## config.mk

```make
export PLATFORM = sky130hd
export DESIGN_NAME = sp_bank_unit
export DESIGN_NICKNAME = d
export VERILOG_FILES = /design/src/rtl/sp_bank_pkg.sv /design/src/rtl/sp_bank_select.sv /design/src/rtl/sp_bank_regs.sv /design/src/rtl/sp_bank_seq.sv /design/src/rtl/sp_bank_unit.sv
export SDC_FILE = /design/constraint.sdc
export NUM_CORES = 1
export LEC_CHECK = 0
export BUFFER_PORTS_ARGS = -buffer_cell sky130_fd_sc_hd__buf_2
export CAP_MARGIN = 10
export CORE_UTILIZATION = 50
export DETAILED_ROUTE_END_ITERATION = 7
export HOLD_SLACK_MARGIN = 0.05
export PLACE_DENSITY = 0.77
export REMOVE_ABC_BUFFERS = 1
export SYNTH_ARGS = -nofsm -noshare
export SYNTH_HDL_FRONTEND = slang
export SYNTH_SLANG_ARGS = --single-unit
```

## constraint.sdc

```tcl
create_clock -name clk -period 4.03 [get_ports clk]
set_input_delay 0.2015 -clock clk [delete_from_list [all_inputs] [get_ports clk]]
set_output_delay 0.2015 -clock clk [all_outputs]
set_load 0.05 [all_outputs]
```

## src/rtl/sp_bank_pkg.sv

```systemverilog
package sp_bank_pkg;
    typedef enum logic [1:0] {
        ST_IDLE  = 2'd0,
        ST_PUSH  = 2'd1,
        ST_POP   = 2'd2,
        ST_FAULT = 2'd3
    } sp_state_e;

    localparam int unsigned NBANK     = 2;
    localparam logic        BANK_MAIN = 1'b0;
    localparam logic        BANK_PROC = 1'b1;
endpackage

```

## src/rtl/sp_bank_select.sv

```systemverilog
module sp_bank_select
    import sp_bank_pkg::*;
(
    input  logic handler_mode,
    input  logic thread_psp_sel,
    output logic active_idx
);
    // handler code is pinned to the main bank; thread code may opt for process
    always_comb begin
        if (handler_mode) active_idx = BANK_MAIN;
        else              active_idx = thread_psp_sel ? BANK_PROC : BANK_MAIN;
    end
endmodule

```

## src/rtl/sp_bank_regs.sv

```systemverilog
module sp_bank_regs
    import sp_bank_pkg::*;
#(
    parameter int unsigned     WIDTH      = 32,
    parameter int unsigned     ALIGN_BITS = 2,
    parameter logic [WIDTH-1:0] RST_MAIN  = '0,
    parameter logic [WIDTH-1:0] RST_PROC  = '0
) (
    input  logic                        clk,
    input  logic                        rst_n,
    input  logic                        wr_en,
    input  logic                        wr_idx,
    input  logic [WIDTH-1:0]            wr_val,
    input  logic                        adj_en,
    input  logic                        adj_idx,
    input  logic [WIDTH-1:0]            adj_val,
    output logic [NBANK-1:0][WIDTH-1:0] bank_val
);
    localparam logic [WIDTH-1:0] ALIGN_MASK = ~((WIDTH'(1) << ALIGN_BITS) - WIDTH'(1));

    for (genvar b = 0; b < NBANK; b++) begin : g_bank
        localparam logic [WIDTH-1:0] RST_V = (b == 0) ? RST_MAIN : RST_PROC;
        logic [WIDTH-1:0] word_q;

        // special-register write outranks arithmetic on the same bank
        always_ff @(posedge clk or negedge rst_n) begin
            if (!rst_n)                               word_q <= RST_V & ALIGN_MASK;
            else if (wr_en && (wr_idx == 1'(b)))      word_q <= wr_val & ALIGN_MASK;
            else if (adj_en && (adj_idx == 1'(b)))    word_q <= adj_val & ALIGN_MASK;
        end

        assign bank_val[b] = word_q;
    end
endmodule

```

## src/rtl/sp_bank_seq.sv

```systemverilog
module sp_bank_seq
    import sp_bank_pkg::*;
#(
    parameter int unsigned WIDTH      = 32,
    parameter int unsigned ALIGN_BITS = 2
) (
    input  logic             clk,
    input  logic             rst_n,
    input  logic             push_req,
    input  logic             pop_req,
    input  logic             collide,
    input  logic [WIDTH-1:0] sp_cur,
    input  logic [WIDTH-1:0] push_data,
    output logic             adj_en,
    output logic [WIDTH-1:0] adj_val,
    output logic             mem_req,
    output logic             mem_we,
    output logic [WIDTH-1:0] mem_addr,
    output logic [WIDTH-1:0] mem_wdata,
    output logic             op_err
);
    localparam logic [WIDTH-1:0] STEP = WIDTH'(1) << ALIGN_BITS;

    sp_state_e        state_q, state_d;
    logic [WIDTH-1:0] addr_q, data_q, addr_d;
    logic [WIDTH-1:0] sp_dec, sp_inc;

    assign sp_dec = sp_cur - STEP;
    assign sp_inc = sp_cur + STEP;

    // next state comes from this cycle's request pulse
    always_comb begin
        state_d = ST_IDLE;
        unique case ({push_req, pop_req})
            2'b11:   state_d = ST_FAULT;
            2'b10:   state_d = collide ? ST_IDLE : ST_PUSH;
            2'b01:   state_d = collide ? ST_IDLE : ST_POP;
            default: state_d = ST_IDLE;
        endcase
    end

    assign adj_en  = (state_d == ST_PUSH) || (state_d == ST_POP);
    assign adj_val = push_req ? sp_dec : sp_inc;
    // full-descending: push uses the lowered pointer, pop the current one
    assign addr_d  = push_req ? sp_dec : sp_cur;

    always_ff @(posedge clk or negedge rst_n) begin
        if (!rst_n) begin
            state_q <= ST_IDLE;
            addr_q  <= '0;
            data_q  <= '0;
        end else begin
            state_q <= state_d;
            if (adj_en)              addr_q <= addr_d;
            if (state_d == ST_PUSH)  data_q <= push_data;
        end
    end

    always_comb begin
        mem_req = 1'b0;
        mem_we  = 1'b0;
        op_err  = 1'b0;
        unique case (state_q)
            ST_IDLE:  ;
            ST_PUSH:  begin mem_req = 1'b1; mem_we = 1'b1; end
            ST_POP:   mem_req = 1'b1;
            ST_FAULT: op_err = 1'b1;
            default:  ;
        endcase
    end

    assign mem_addr  = addr_q;
    assign mem_wdata = data_q;
endmodule

```

## src/rtl/sp_bank_unit.sv

```systemverilog
module sp_bank_unit
    import sp_bank_pkg::*;
#(
    parameter int unsigned      WIDTH      = 32,
    parameter int unsigned      ALIGN_BITS = 2,
    parameter logic [WIDTH-1:0] MAIN_RST   = 32'h2000_1003,
    parameter logic [WIDTH-1:0] PROC_RST   = 32'h2000_0802
) (
    input  logic             clk,
    input  logic             rst_n,
    input  logic             handler_mode,
    input  logic             thread_psp_sel,
    input  logic             push_req,
    input  logic             pop_req,
    input  logic [WIDTH-1:0] push_data,
    output logic [WIDTH-1:0] sp_rd,
    input  logic             sr_sel,
    input  logic             sr_we,
    input  logic [WIDTH-1:0] sr_wdata,
    output logic [WIDTH-1:0] sr_rdata,
    output logic             mem_req,
    output logic             mem_we,
    output logic [WIDTH-1:0] mem_addr,
    output logic [WIDTH-1:0] mem_wdata,
    output logic             op_err
);
    logic                        active_idx;
    logic                        collide;
    logic                        adj_en;
    logic [WIDTH-1:0]            adj_val;
    logic [NBANK-1:0][WIDTH-1:0] bank_val;

    sp_bank_select u_select (
        .handler_mode   (handler_mode),
        .thread_psp_sel (thread_psp_sel),
        .active_idx     (active_idx)
    );

    sp_bank_regs #(
        .WIDTH      (WIDTH),
        .ALIGN_BITS (ALIGN_BITS),
        .RST_MAIN   (MAIN_RST),
        .RST_PROC   (PROC_RST)
    ) u_regs (
        .clk      (clk),
        .rst_n    (rst_n),
        .wr_en    (sr_we),
        .wr_idx   (sr_sel),
        .wr_val   (sr_wdata),
        .adj_en   (adj_en),
        .adj_idx  (active_idx),
        .adj_val  (adj_val),
        .bank_val (bank_val)
    );

    assign sp_rd    = bank_val[active_idx];
    assign sr_rdata = bank_val[sr_sel];
    assign collide  = sr_we && (sr_sel == active_idx);

    sp_bank_seq #(
        .WIDTH      (WIDTH),
        .ALIGN_BITS (ALIGN_BITS)
    ) u_seq (
        .clk       (clk),
        .rst_n     (rst_n),
        .push_req  (push_req),
        .pop_req   (pop_req),
        .collide   (collide),
        .sp_cur    (sp_rd),
        .push_data (push_data),
        .adj_en    (adj_en),
        .adj_val   (adj_val),
        .mem_req   (mem_req),
        .mem_we    (mem_we),
        .mem_addr  (mem_addr),
        .mem_wdata (mem_wdata),
        .op_err    (op_err)
    );
endmodule

```

== Word level (Yosys, flattened, before mapping) ==
Index checks and enable logic that the tools add are counted.

* Register bits after elaboration: 130
* Bits of input ports: 72
* Output and inout port bits: 131
* Logic and storage cells: 47

* Add/sub/neg operators: 2
* Magnitude comparators: 2
* Equal/unequal tests: 9
* Mux-type cells: 18
* Bitwise gates (word level): 2
* Reductions and logical operators: 9

{| class="wikitable"
|+ Operators with widths
! cell !! count
|-
| 32-bit 2-to-1 mux || 10
|-
| 32-bit by 3-bit adder with 32-bit output, second input constant || 1
|-
| 32-bit by 3-bit subtractor with 32-bit output, second input constant || 1
|-
| 2-bit == test, second input constant || 5
|-
| 2-bit by 1-bit == test with 1-bit output, second input constant || 3
|-
| 1-bit 2-to-1 mux || 6
|-
| 2-bit one-hot mux with 3 select lines || 1
|-
| 1-bit logical AND || 5
|-
| 1-bit by 2-bit < comparator with 1-bit output, second input constant || 2
|-
| 2-bit nonzero test || 2
|-
| 2-bit 2-to-1 mux || 1
|-
| 1-bit NOT || 2
|-
| 2-bit OR reduction || 1
|-
| 1-bit == test || 1
|-
| 1-bit logical OR || 1
|}

== Logic depth before layout (Yosys ltp) ==
Gate-level depths: netlist (run 1).

* Word-level depth: 11
* Gate-level depth with buffers: 17
* Mapped depth without buffers: 12

== Modules after synthesis ==
Synthesis (run 1) repeated with hierarchy kept, for this count alone.

* Cells, all modules: 689
* Area total of the unflattened synthesis: 7956.4 µm²

{| class="wikitable"
|+ By module, submodules not included
! module !! times used !! cells each !! area each (µm²) !! seq. area each (µm²)
|-
| sp_bank_seq || 1 || 376 || 3837.4 || 1651.6
|-
| sp_bank_regs || 1 || 238 || 3001.6 || 1506.4
|-
| sp_bank_unit || 1 || 74 || 1103.6 || 0.0
|-
| sp_bank_select || 1 || 1 || 13.8 || 0.0
|}

== Worst setup path after synthesis (run 1) ==
OpenSTA, ideal clock, no wires.

* Path kind: input -> register
* Start point: input port handler_mode
* End point: register u_regs.g_bank[1].word_q[22]
* Library setup time: 0.128 ns
* Arrival: 2.891 ns
* Required time: 3.902 ns
* Setup slack: 1.011 ns
* Stages: 14
* Path buffers: 4
* Path through: nand2b_4 -> buf_12 -> buf_6 -> buf_2 -> buf_2 -> mux2i_1 -> inv_1 -> ha_1 -> nor2b_1 -> nand4_1 -> nor2_1 -> a32o_1 -> xnor2_1 -> o22ai_1

* Elaborated cells between the ends (all ways): 18
* Those cells by class: add/sub: 2; eq/ne: 3; mux: 9; reduce/logical: 4

{| class="wikitable"
|+ RTL lines
! element !! RTL line !! source
|-
| start, declared || sp_bank_unit.sv:11 || <nowiki>input logic handler_mode,</nowiki>
|-
| 1-bit 2-to-1 mux * || sp_bank_select.sv:10 || <nowiki>if (handler_mode) active_idx = BANK_MAIN;</nowiki>
|-
| 32-bit 2-to-1 mux (implied by the code) * (2 in a row) || sp_bank_unit.sv:56 || <nowiki>assign sp_rd = bank_val[active_idx];</nowiki>
|-
| named net sp_rd[2] || sp_bank_unit.sv:16 || <nowiki>output logic [WIDTH-1:0] sp_rd,</nowiki>
|-
| 32-bit by 3-bit adder with 32-bit output or 32-bit by 3-bit subtractor with 32-bit output (tied branches) || sp_bank_seq.sv:29, sp_bank_seq.sv:28 ||
|-
| 32-bit 2-to-1 mux * || sp_bank_seq.sv:43 || <nowiki>assign adj_val = push_req ? sp_dec : sp_inc;</nowiki>
|-
| 32-bit 2-to-1 mux * || sp_bank_regs.sv:29 || <nowiki>else if (adj_en && (adj_idx == 1'(b))) word_q <= adj_val & ALIGN_MASK;</nowiki>
|-
| 32-bit 2-to-1 mux * || sp_bank_regs.sv:28 || <nowiki>else if (wr_en && (wr_idx == 1'(b))) word_q <= wr_val & ALIGN_MASK;</nowiki>
|-
| end signal, assigned || sp_bank_regs.sv:27 || <nowiki>if (!rst_n) word_q <= RST_V & ALIGN_MASK;</nowiki>
|-
| end signal, assigned || sp_bank_regs.sv:28 ||
|-
| end signal, assigned || sp_bank_regs.sv:29 ||
|-
| end, declared || sp_bank_regs.sv:23 || <nowiki>logic [WIDTH-1:0] word_q;</nowiki>
|}

Mark *: on every way through the listed nets, which the timed path passes. The rest lies on a longest branch. The select of a mux whose other input is x is not followed.
A chain may end at the register's enable or synchronous reset.

== Worst setup path in the final report (run 1) ==
* Start point: input port handler_mode
* End point: register u_regs.g_bank[1].word_q[18]

* Longest elaborated chain between the ends: 9
* Elaborated cells between the ends (all ways): 18
* Those cells by class: add/sub: 2; eq/ne: 3; mux: 9; reduce/logical: 4

{| class="wikitable"
|+ RTL lines
! element !! RTL line
|-
| 1-bit 2-to-1 mux * || sp_bank_select.sv:10
|-
| parallel branches: the longest is 8 deep, another holds 32-bit by 3-bit adder with 32-bit output || -
|}

Mark *: on every way between the ends. The select of a mux whose other input is x is not followed.

==> results_tabular.tex, run 1 <==
\begin{tabular}{lr}
\hline
Metric & Value \\
\hline
\multicolumn{2}{l}{\textbf{Place}} \\
\quad Pre-CTS setup slack & 792 ps \\
\quad Final Wtd Congestion & 0.902 \\
\quad Dpl cells & 1236 \\
\quad HPWL reported at the end of detailed placement & 17000 um \\
\quad Number of buffers inserted by port buffering & 194 \\
\quad Area after DPL & 0.00898 mm2 \\
\multicolumn{2}{l}{\textbf{STA}} \\
\quad Remaining max-slew budget at the tightest pin & 29.2\% \\
\quad \# setup viols final & 0 \\
\quad Transition time at the pin with the least slew margin & 1060 ps \\
\quad Total count of hold-check failures in the final report & 0 \\
\quad Final count of pins violating max slew & 0 \\
\quad Min Tclk post-route & 2980 ps \\
\quad Setup slack after layout & 1050 ps \\
\quad Layout Skew & 8.38 ps \\
\quad Highest attainable clock frequency & 335 MHz \\
\quad Final worst-path cycle share & 74.0\% \\
\quad Unrepaired setup endpoints after global routing & false \\
\multicolumn{2}{l}{\textbf{Final layout}} \\
\quad Count of filler cells inserted in the layout & 1275 \\
\quad Core Util, Final & 66.1\% \\
\quad Final standard cell count with taps included and fillers excluded & 1321 \\
\quad Total Nets Final & 1177 \\
\quad Share of layout cells above drive strength 1 & 29.6\% \\
\quad Cell area after layout & 0.0101 mm2 \\
\quad Syn-to-layout area delta & 28.5\% \\
\quad Final antenna diode count & 0 \\
\multicolumn{2}{l}{\textbf{Synth}} \\
\quad Leading register cell type out of synthesis & sky130\_fd\_sc\_hd\_\_dfrtp\_1 \\
\quad Sequential area share after synthesis & 39.6\% \\
\quad Count of unique library cells instantiated by Yosys & 67 \\
\quad Top area cells in the synthesized netlist & sky130\_fd\_sc\_hd\_\_dfrtp\_1 (38\%), sky130\_fd\_sc\_hd\_\_mux2\_2 (9.3\%), sky130\_fd\_sc\_hd\_\_xnor2\_1 (5.7\%) \\
\quad Netlist area before placement & 0.00785 mm2 \\
\quad Yosys top cell by area & sky130\_fd\_sc\_hd\_\_dfrtp\_1 \\
\quad Flip-flop and latch count after synthesis & 124 \\
\quad Number of warning messages in the yosys log & 0 \\
\quad Top-count cell post-synth & sky130\_fd\_sc\_hd\_\_dfrtp\_1 \\
\quad Cells after synthesis & 866 \\
\quad Async set or reset register ratio after synthesis & 100\% \\
\quad Number of enable flip-flop cells after synthesis & 0 \\
\quad Per-instance average area after synthesis & 9.06 um2 \\
\quad Top cells by instance count after synthesis & sky130\_fd\_sc\_hd\_\_dfrtp\_1 (120), sky130\_fd\_sc\_hd\_\_nand2\_1 (102), sky130\_fd\_sc\_hd\_\_o21ai\_0 (70) \\
\quad Area share of the largest cell type after synthesis & 38.3\% \\
\multicolumn{2}{l}{\textbf{GRT}} \\
\quad Met2 GRT Util & 50.8\% \\
\quad Antenna violations before repair & 0 \\
\quad Total congestion overflow & 0 \\
\quad Pin count of the biggest net entering global routing & 66 \\
\quad Vias in the first global route & 7592 \\
\quad GR peak layer & met2 \\
\quad Met3 demand-to-capacity share in global routing & 6.49\% \\
\quad First-pass GRT wire length & 38900 um \\
\quad Global-route usage over all layers & 31.0\% \\
\quad GR met1 Demand/Resource & 39.5\% \\
\multicolumn{2}{l}{\textbf{Die}} \\
\quad Area of the die & 0.0162 mm2 \\
\quad I/O Pins & 203 \\
\quad Initial core utilization & 51.4\% \\
\quad Num rows & 45 \\
\quad Die Height & 127 um \\
\quad Die extent in x & 127 um \\
\quad Core area & 0.0153 mm2 \\
\multicolumn{2}{l}{\textbf{Route}} \\
\quad Initial DRC Count & 702 \\
\quad Count of TritonRoute iterations in the first routing pass & 5 \\
\quad Mean number of vias per cell & 5.84 \\
\quad Via count & 7721 \\
\quad Total DRC errors in the routed layout & 0 \\
\quad Wire length per cell & 18.6 um \\
\quad Final WL & 24600 um \\
\quad Count of nets left with antenna violations after detail routing & 0 \\
\multicolumn{2}{l}{\textbf{Worst setup path}} \\
\quad Arrival time at the worst endpoint & 3240 ps \\
\quad Critical setup path kind & in2reg \\
\quad Kind of end point of the critical path & flop \\
\quad Required time of the critical path & 4290 ps \\
\quad Register-to-register setup slack & 1140 ps \\
\quad Kind of start point of the critical path & primary input \\
\quad Biggest fanout along the worst timing path & 21 \\
\multicolumn{2}{l}{\textbf{Pwr}} \\
\quad Static power due to leakage & 4.48 nW \\
\quad Worst ir drop on vdd & 0.362 mV \\
\quad Power per unit of standard cell area & 579 mW/mm2 \\
\multicolumn{2}{l}{\textbf{Job}} \\
\quad Number of maximum-capacitance constraint violations & 0 \\
\multicolumn{2}{l}{\textbf{Clock network}} \\
\quad Count of clock tree sinks & 124 \\
\quad Cell at the root of the clock tree & sky130\_fd\_sc\_hd\_\_clkbuf\_16 \\
\quad CTS clock-pin slew for the worst setup and hold paths & 60 ps \\
\quad CTS tree & done \\
\quad Post-CTS setup buffer count & 0 \\
\quad CTS buffer count & 17 \\
\quad Insertion delay to the later sink of the worst-skew pair & 420 ps \\
\quad H-tree depth & 4 \\
\quad Maximum clock path buffer count & 2 \\
\multicolumn{2}{l}{\textbf{Worst hold path}} \\
\quad Kind of path behind the tightest hold check & in2reg \\
\multicolumn{2}{l}{\textbf{Status}} \\
\quad Result of the run & finished clean \\
\hline
\end{tabular}
## cells by family (layout without fill, tap and decap cells)
| family | after synthesis | in the layout | share of synthesized area (%) |
|---|---|---|---|
| AO/OA/AOI/OAI | 204 | 204 | 15.4 |
| buffers and inverters | 87 | 326 | 4.99 |
| XOR/XNOR | 59 | 59 | 6.59 |
| multiplexers | 103 | 103 | 14.4 |
| AND/OR/NAND/NOR | 281 | 281 | 17.8 |
| flip-flops | 124 | 124 | 39.6 |
| other | 1 | 6 | 0.0478 |
| adder cells (fa/ha/maj) | 7 | 7 | 1.12 |
## placed cells by master (no fill, tap or decap), drive strengths merged, types with 14 or more instances in the layout
| master | count |
|---|---|
| a21oi | 39 |
| and3 | 15 |
| buf | 210 |
| clkbuf | 23 |
| dfrtp | 120 |
| dlygate4sd3 | 54 |
| inv | 31 |
| mux2 | 65 |
| mux2i | 38 |
| nand2 | 103 |
| nand3 | 14 |
| nor2 | 67 |
| nor3 | 17 |
| o21ai | 97 |
| o22ai | 19 |
| xnor2 | 51 |
## state kept, by name, indices dropped and copies added, names as in the netlist
name,cells
u_seq.mem_wdata,32
u_seq.mem_addr,30
u_seq.state_q,2
u_regs.g_bank.word_q,60
## cell type report
class | instances | area [um2] | area share (%)
well taps | 211 | 264 | 2.62
clock buffers | 23 | 468 | 4.64
flip-flops and latches | 124 | 3110 | 30.8
inverters | 31 | 116 | 1.15
clock inverters | 8 | 92.6 | 0.919
repair buffers | 264 | 1660 | 16.5
multi-input cells | 660 | 4370 | 43.4
## critical path, stage by stage
cell                       delay (ps)
sky130_fd_sc_hd__buf_2            230
sky130_fd_sc_hd__nand2b_4         410
sky130_fd_sc_hd__mux2i_1          390
sky130_fd_sc_hd__ha_1             290
sky130_fd_sc_hd__and2_1           280
sky130_fd_sc_hd__o211ai_1         170
sky130_fd_sc_hd__nor4_2           510
sky130_fd_sc_hd__nor3b_2          370
sky130_fd_sc_hd__o21ai_0          130
sky130_fd_sc_hd__xor2_1           160
sky130_fd_sc_hd__o21ai_1           80
## report_power, final
part	total, mW	leakage, nW	switching (mW)	internal [mW]
clock	1.48	0.277	0.543	0.933
combinational	2.59	2.75	1.87	0.718
sequential	1.77	1.45	0.245	1.52
total	5.84	4.48	2.66	3.18
## timing repair
action,in CTS,in global routing
gates resized for setup,0,0
hold buffers,53,1
hold endpoints to repair,129,1
## final timing paths
kind | end | cells past startpoint | startpoint
max in group asynchronous | u_regs.g_bank[0].word_q[29] | 3 | rst_n
min | u_regs.g_bank[1].word_q[26] | 3 | sr_wdata[26]
max reg2reg | u_regs.g_bank[1].word_q[18] | 9 | u_regs.g_bank[0].word_q[2]
max | u_regs.g_bank[1].word_q[18] | 11 | handler_mode
min reg2reg | u_seq.mem_addr[10] | 2 | u_seq.mem_addr[10]
min in group asynchronous | u_seq.mem_wdata[3] | 2 | rst_n
## per-layer routing
| metal | routed length (um) | share of wire [%] | up-vias |
|---|---|---|---|
| li1 | - | - | 3535 |
| met1 | 10000 | 41 | 3626 |
| met2 | 11400 | 46 | 475 |
| met3 | 2390 | 9.7 | 85 |
| met4 | 832 | 3.4 | 0 |
| met5 | 0 | 0 | - |
## per-stage QoR
stage / hold slack (ps) / power, mW / TNS [ps]
global route: 76.5 / 6.11 / 0
detailed placement: 322 / 4.31 / 0
CTS: 50.2 / 5.83 / 0
finish: 68.8 / 5.84 / 0
global placement: 309 / 4.27 / 0
floorplan: -94.1 / 3.63 / -12350
Note: power is estimated with default switching activity, not from simulation.
==> inputs of run 2 (changes only) <==
- ABC_AREA: default -> 1
- PLACE_DENSITY: 0.77 -> 0.76
- clock period: 4.03 -> 2.9 ns (I/O delays scaled with it)
==> results_tabular.tex, run 2 <==
\begin{tabular}{lr}
\hline
Metric & Value \\
\hline
\multicolumn{2}{l}{\textbf{Final layout}} \\
\quad Total Nets Final & 1684 (+43\%) \\
\quad FF/Latch Area & 0.00311 mm2 (unchanged) \\
\quad Count of filler cells inserted in the layout & 1619 (+27\%) \\
\quad Final standard cell count with taps included and fillers excluded & 1843 (+40\%) \\
\quad Largest register FFs & 60 (unchanged) \\
\quad Most common cell after layout, fill and taps aside & sky130\_fd\_sc\_hd\_\_nand2\_1 \\
\quad Cell area after layout & 0.0114 mm2 (+13\%) \\
\quad Syn-to-layout area delta & 26.4\% \\
\quad Share of layout cells above drive strength 1 & 24.2\% (-5.4 points) \\
\quad Area taken by multi-input logic gates & 0.00513 mm2 (+17\%) \\
\quad Final antenna diode count & 0 (unchanged) \\
\quad Core Util, Final & 65.4\% (-0.70 points) \\
\quad Most used cells in the layout excluding fill and tap cells & sky130\_fd\_sc\_hd\_\_nand2\_1 (481), sky130\_fd\_sc\_hd\_\_buf\_2 (193), sky130\_fd\_sc\_hd\_\_nor2\_1 (150), sky130\_fd\_sc\_hd\_\_dfrtp\_1 (120), sky130\_fd\_sc\_hd\_\_nand3\_1 (116) \\
\quad Reg with most FFs & u\_regs.g\_bank.word\_q \\
\multicolumn{2}{l}{\textbf{STA}} \\
\quad \# setup viols final & 0 (unchanged) \\
\quad Total count of hold-check failures in the final report & 0 (unchanged) \\
\quad Unrepaired setup endpoints after global routing & false \\
\quad Final count of pins violating max slew & 0 (unchanged) \\
\quad Total negative setup slack & 0 ps (unchanged) \\
\quad Remaining max-slew budget at the tightest pin & 31.1\% (+1.9 points) \\
\quad Transition time at the pin with the least slew margin & 1030 ps (-24.9 ps) \\
\quad Layout Skew & 10.7 ps (+2.36 ps) \\
\quad Highest attainable clock frequency & 432 MHz \\
\quad Worst hold slack & 75.1 ps (+6.30 ps) \\
\quad Setup slack after layout & 586 ps (-461 ps) \\
\quad Min Tclk post-route & 2310 ps \\
\quad Final worst-path cycle share & 79.8\% \\
\multicolumn{2}{l}{\textbf{Die}} \\
\quad I/O Pins & 203 (unchanged) \\
\quad Area of the die & 0.0186 mm2 (+15\%) \\
\quad Die Height & 136 um (+7.0\%) \\
\quad Die extent in x & 136 um (+7.0\%) \\
\quad Num rows & 48 (+6.7\%) \\
\quad Core area & 0.0174 mm2 (+14\%) \\
\quad Initial core utilization & 51.7\% (+0.30 points) \\
\multicolumn{2}{l}{\textbf{Worst setup path}} \\
\quad Register-to-register setup slack & 590 ps (-550 ps) \\
\quad Reg2Reg Launch Point & u\_regs.g\_bank[0].word\_q[3] \\
\quad Biggest fanout along the worst timing path & 4 (-81\%) \\
\quad Required time of the critical path & 3220 ps (-1070 ps) \\
\quad Critical setup path kind & reg2reg \\
\quad Kind of start point of the critical path & flop \\
\quad Path depth of the worst reg2reg path & 15 (+6) \\
\quad Critical register-to-register path endpoint & u\_regs.g\_bank[1].word\_q[28] \\
\quad Arrival time at the worst endpoint & 2630 ps (-610 ps) \\
\quad Kind of end point of the critical path & flop \\
\multicolumn{2}{l}{\textbf{GRT}} \\
\quad Total congestion overflow & 0 (unchanged) \\
\quad Vias in the first global route & 9510 (+25\%) \\
\quad Antenna violations before repair & 0 (unchanged) \\
\quad Pin count of the biggest net entering global routing & 60 (-9.1\%) \\
\quad First-pass GRT wire length & 50700 um (+30\%) \\
\quad Global-route usage over all layers & 36.4\% (+5.4 points) \\
\multicolumn{2}{l}{\textbf{Worst hold path}} \\
\quad Hold Crit Depth & 5 (+2) \\
\quad Kind of path behind the tightest hold check & in2reg \\
\quad Worst Hold Endpoint & u\_regs.g\_bank[0].word\_q[28] \\
\quad Min-Delay Startpoint & sr\_wdata[28] \\
\multicolumn{2}{l}{\textbf{Clock network}} \\
\quad Count of clock tree sinks & 124 (unchanged) \\
\quad H-tree depth & 4 (unchanged) \\
\quad Insertion delay to the later sink of the worst-skew pair & 430 ps (about the same) \\
\quad CTS buffer count & 17 (unchanged) \\
\quad Post-CTS setup buffer count & 0 (unchanged) \\
\quad Cell at the root of the clock tree & sky130\_fd\_sc\_hd\_\_clkbuf\_16 \\
\quad CTS clock-pin slew for the worst setup and hold paths & 70 ps (about the same) \\
\quad CTS tree & done \\
\quad Number of cells upsized or downsized after cts & 0 (unchanged) \\
\quad Maximum clock path buffer count & 2 (unchanged) \\
\multicolumn{2}{l}{\textbf{Route}} \\
\quad Count of nets left with antenna violations after detail routing & 0 (unchanged) \\
\quad Wire length per cell & 17.7 um (-5.2\%) \\
\quad Total DRC errors in the routed layout & 0 (unchanged) \\
\quad Via count & 10140 (+31\%) \\
\quad Mean number of vias per cell & 5.50 (-5.9\%) \\
\quad Initial DRC Count & 926 (+32\%) \\
\quad Final WL & 32600 um (+32\%) \\
\quad Count of TritonRoute iterations in the first routing pass & 5 (unchanged) \\
\multicolumn{2}{l}{\textbf{Pwr}} \\
\quad Static power due to leakage & 5.82 nW (+30\%) \\
\quad Power per unit of standard cell area & 770 mW/mm2 (+33\%) \\
\quad Pwr Total & 8.77 mW (+50\%) \\
\quad Worst ir drop on vdd & 0.433 mV (+20\%) \\
\multicolumn{2}{l}{\textbf{Synth}} \\
\quad Number of enable flip-flop cells after synthesis & 0 (unchanged) \\
\quad Top-count cell post-synth & sky130\_fd\_sc\_hd\_\_nand2\_1 \\
\quad Flip-flop and latch count after synthesis & 124 (unchanged) \\
\quad Yosys top cell by area & sky130\_fd\_sc\_hd\_\_dfrtp\_1 \\
\quad Per-instance average area after synthesis & 6.64 um2 (-27\%) \\
\quad Top cells by instance count after synthesis & sky130\_fd\_sc\_hd\_\_nand2\_1 (481), sky130\_fd\_sc\_hd\_\_nor2\_1 (150), sky130\_fd\_sc\_hd\_\_dfrtp\_1 (120) \\
\quad Cells after synthesis & 1356 (+57\%) \\
\quad Netlist area before placement & 0.00901 mm2 (+15\%) \\
\quad Number of warning messages in the yosys log & 0 (unchanged) \\
\quad Sequential area share after synthesis & 34.5\% (-5.1 points) \\
\quad Count of unique library cells instantiated by Yosys & 41 (-39\%) \\
\quad Top area cells in the synthesized netlist & sky130\_fd\_sc\_hd\_\_dfrtp\_1 (33\%), sky130\_fd\_sc\_hd\_\_nand2\_1 (20\%), sky130\_fd\_sc\_hd\_\_nand3\_1 (6.4\%) \\
\quad Area share of the largest cell type after synthesis & 33.3\% (-4.9 points) \\
\quad Async set or reset register ratio after synthesis & 100\% (unchanged) \\
\quad Leading register cell type out of synthesis & sky130\_fd\_sc\_hd\_\_dfrtp\_1 \\
\multicolumn{2}{l}{\textbf{Place}} \\
\quad Final Wtd Congestion & 1.01 (+11\%) \\
\quad Number of buffers inserted by port buffering & 194 (unchanged) \\
\quad Dpl cells & 1754 (+42\%) \\
\quad HPWL reported at the end of detailed placement & 23000 um (+35\%) \\
\quad Pre-CTS setup slack & 435 ps (-357 ps) \\
\quad Area after DPL & 0.0102 mm2 (+14\%) \\
\multicolumn{2}{l}{\textbf{Status}} \\
\quad Result of the run & finished clean \\
\multicolumn{2}{l}{\textbf{Job}} \\
\quad Number of maximum-capacitance constraint violations & 0 (unchanged) \\
\hline
\end{tabular}
run 2: logic make-up (layout without fill, tap and decap cells):
group | after synthesis | count (layout) | share of synthesized area, %
and+or+nand+nor | 851 | 851 | 41.4
buffers and inverters | 178 | 435 | 8.74
AOI/OAI and AO/OA | 158 | 158 | 9.85
DFF | 124 | 124 | 34.5
muxes | 33 | 33 | 4.13
adders and majority gates | 7 | 7 | 0.972
xor gates and xnor gates | 4 | 4 | 0.389
other | 1 | 6 | 0.0416
run 2: routing by layer:
layer  global-route usage (%)  up-vias  routed length, um
met2                     59.6      539              15200
li1                         -     4838                  -
met3                     8.46       78               3090
met1                     46.2     4685              13300
met4                     14.8        0                969
met5                        0        -                  0
run 2: repair_timing:
action	4_1_cts	5_1_grt
endpoints found under the hold margin	112	0
setup endpoints to repair	0	0
hold buffers	57	0
run 2: area by class of cell:
type,instances,share of cell area (%)
multi-input cells,1059,45.1
flip-flops and latches,124,27.3
repair buffers,289,16.4
clock buffers,18,3.77
inverters,114,3.76
well taps,225,2.47
clock inverters,14,1.22
run 2: worst max-delay path: stages (launching register included):
cell and delay [ps]:
sky130_fd_sc_hd__dfrtp_1 410, sky130_fd_sc_hd__inv_1 80, sky130_fd_sc_hd__nand2_1 60, sky130_fd_sc_hd__nand2_2 130, sky130_fd_sc_hd__ha_1 270, sky130_fd_sc_hd__inv_1 70
sky130_fd_sc_hd__nor2_1 150, sky130_fd_sc_hd__nand3_1 140, sky130_fd_sc_hd__nor2_2 270, sky130_fd_sc_hd__nand3_1 150, sky130_fd_sc_hd__nand2_1 90, sky130_fd_sc_hd__nand2_1 50
sky130_fd_sc_hd__nand2_1 140, sky130_fd_sc_hd__nand3_1 100, sky130_fd_sc_hd__nand2_1 70, sky130_fd_sc_hd__nand2_1 40
run 2: worst max path at each step:
stage                               startpoint                           to  slack [ps]  depth (start not counted)
global route                          push_req  u_regs.g_bank[0].word_q[14]         420                         14
global placement                thread_psp_sel  u_regs.g_bank[0].word_q[14]         500                         15
floorplan                             push_req  u_regs.g_bank[0].word_q[14]       -1360                         11
finish              u_regs.g_bank[0].word_q[3]  u_regs.g_bank[1].word_q[28]         590                         15
CTS                                   push_req  u_regs.g_bank[0].word_q[14]         630                         14
detailed placement              thread_psp_sel  u_regs.g_bank[0].word_q[14]         430                         15
run 2: power by group:
part	internal (mW)	switching [mW]	leakage, nW	total, mW
sequential	2.13	0.269	1.48	2.40
combinational	1.08	3.20	4.07	4.28
clock	1.20	0.894	0.270	2.09
total	4.41	4.36	5.82	8.77
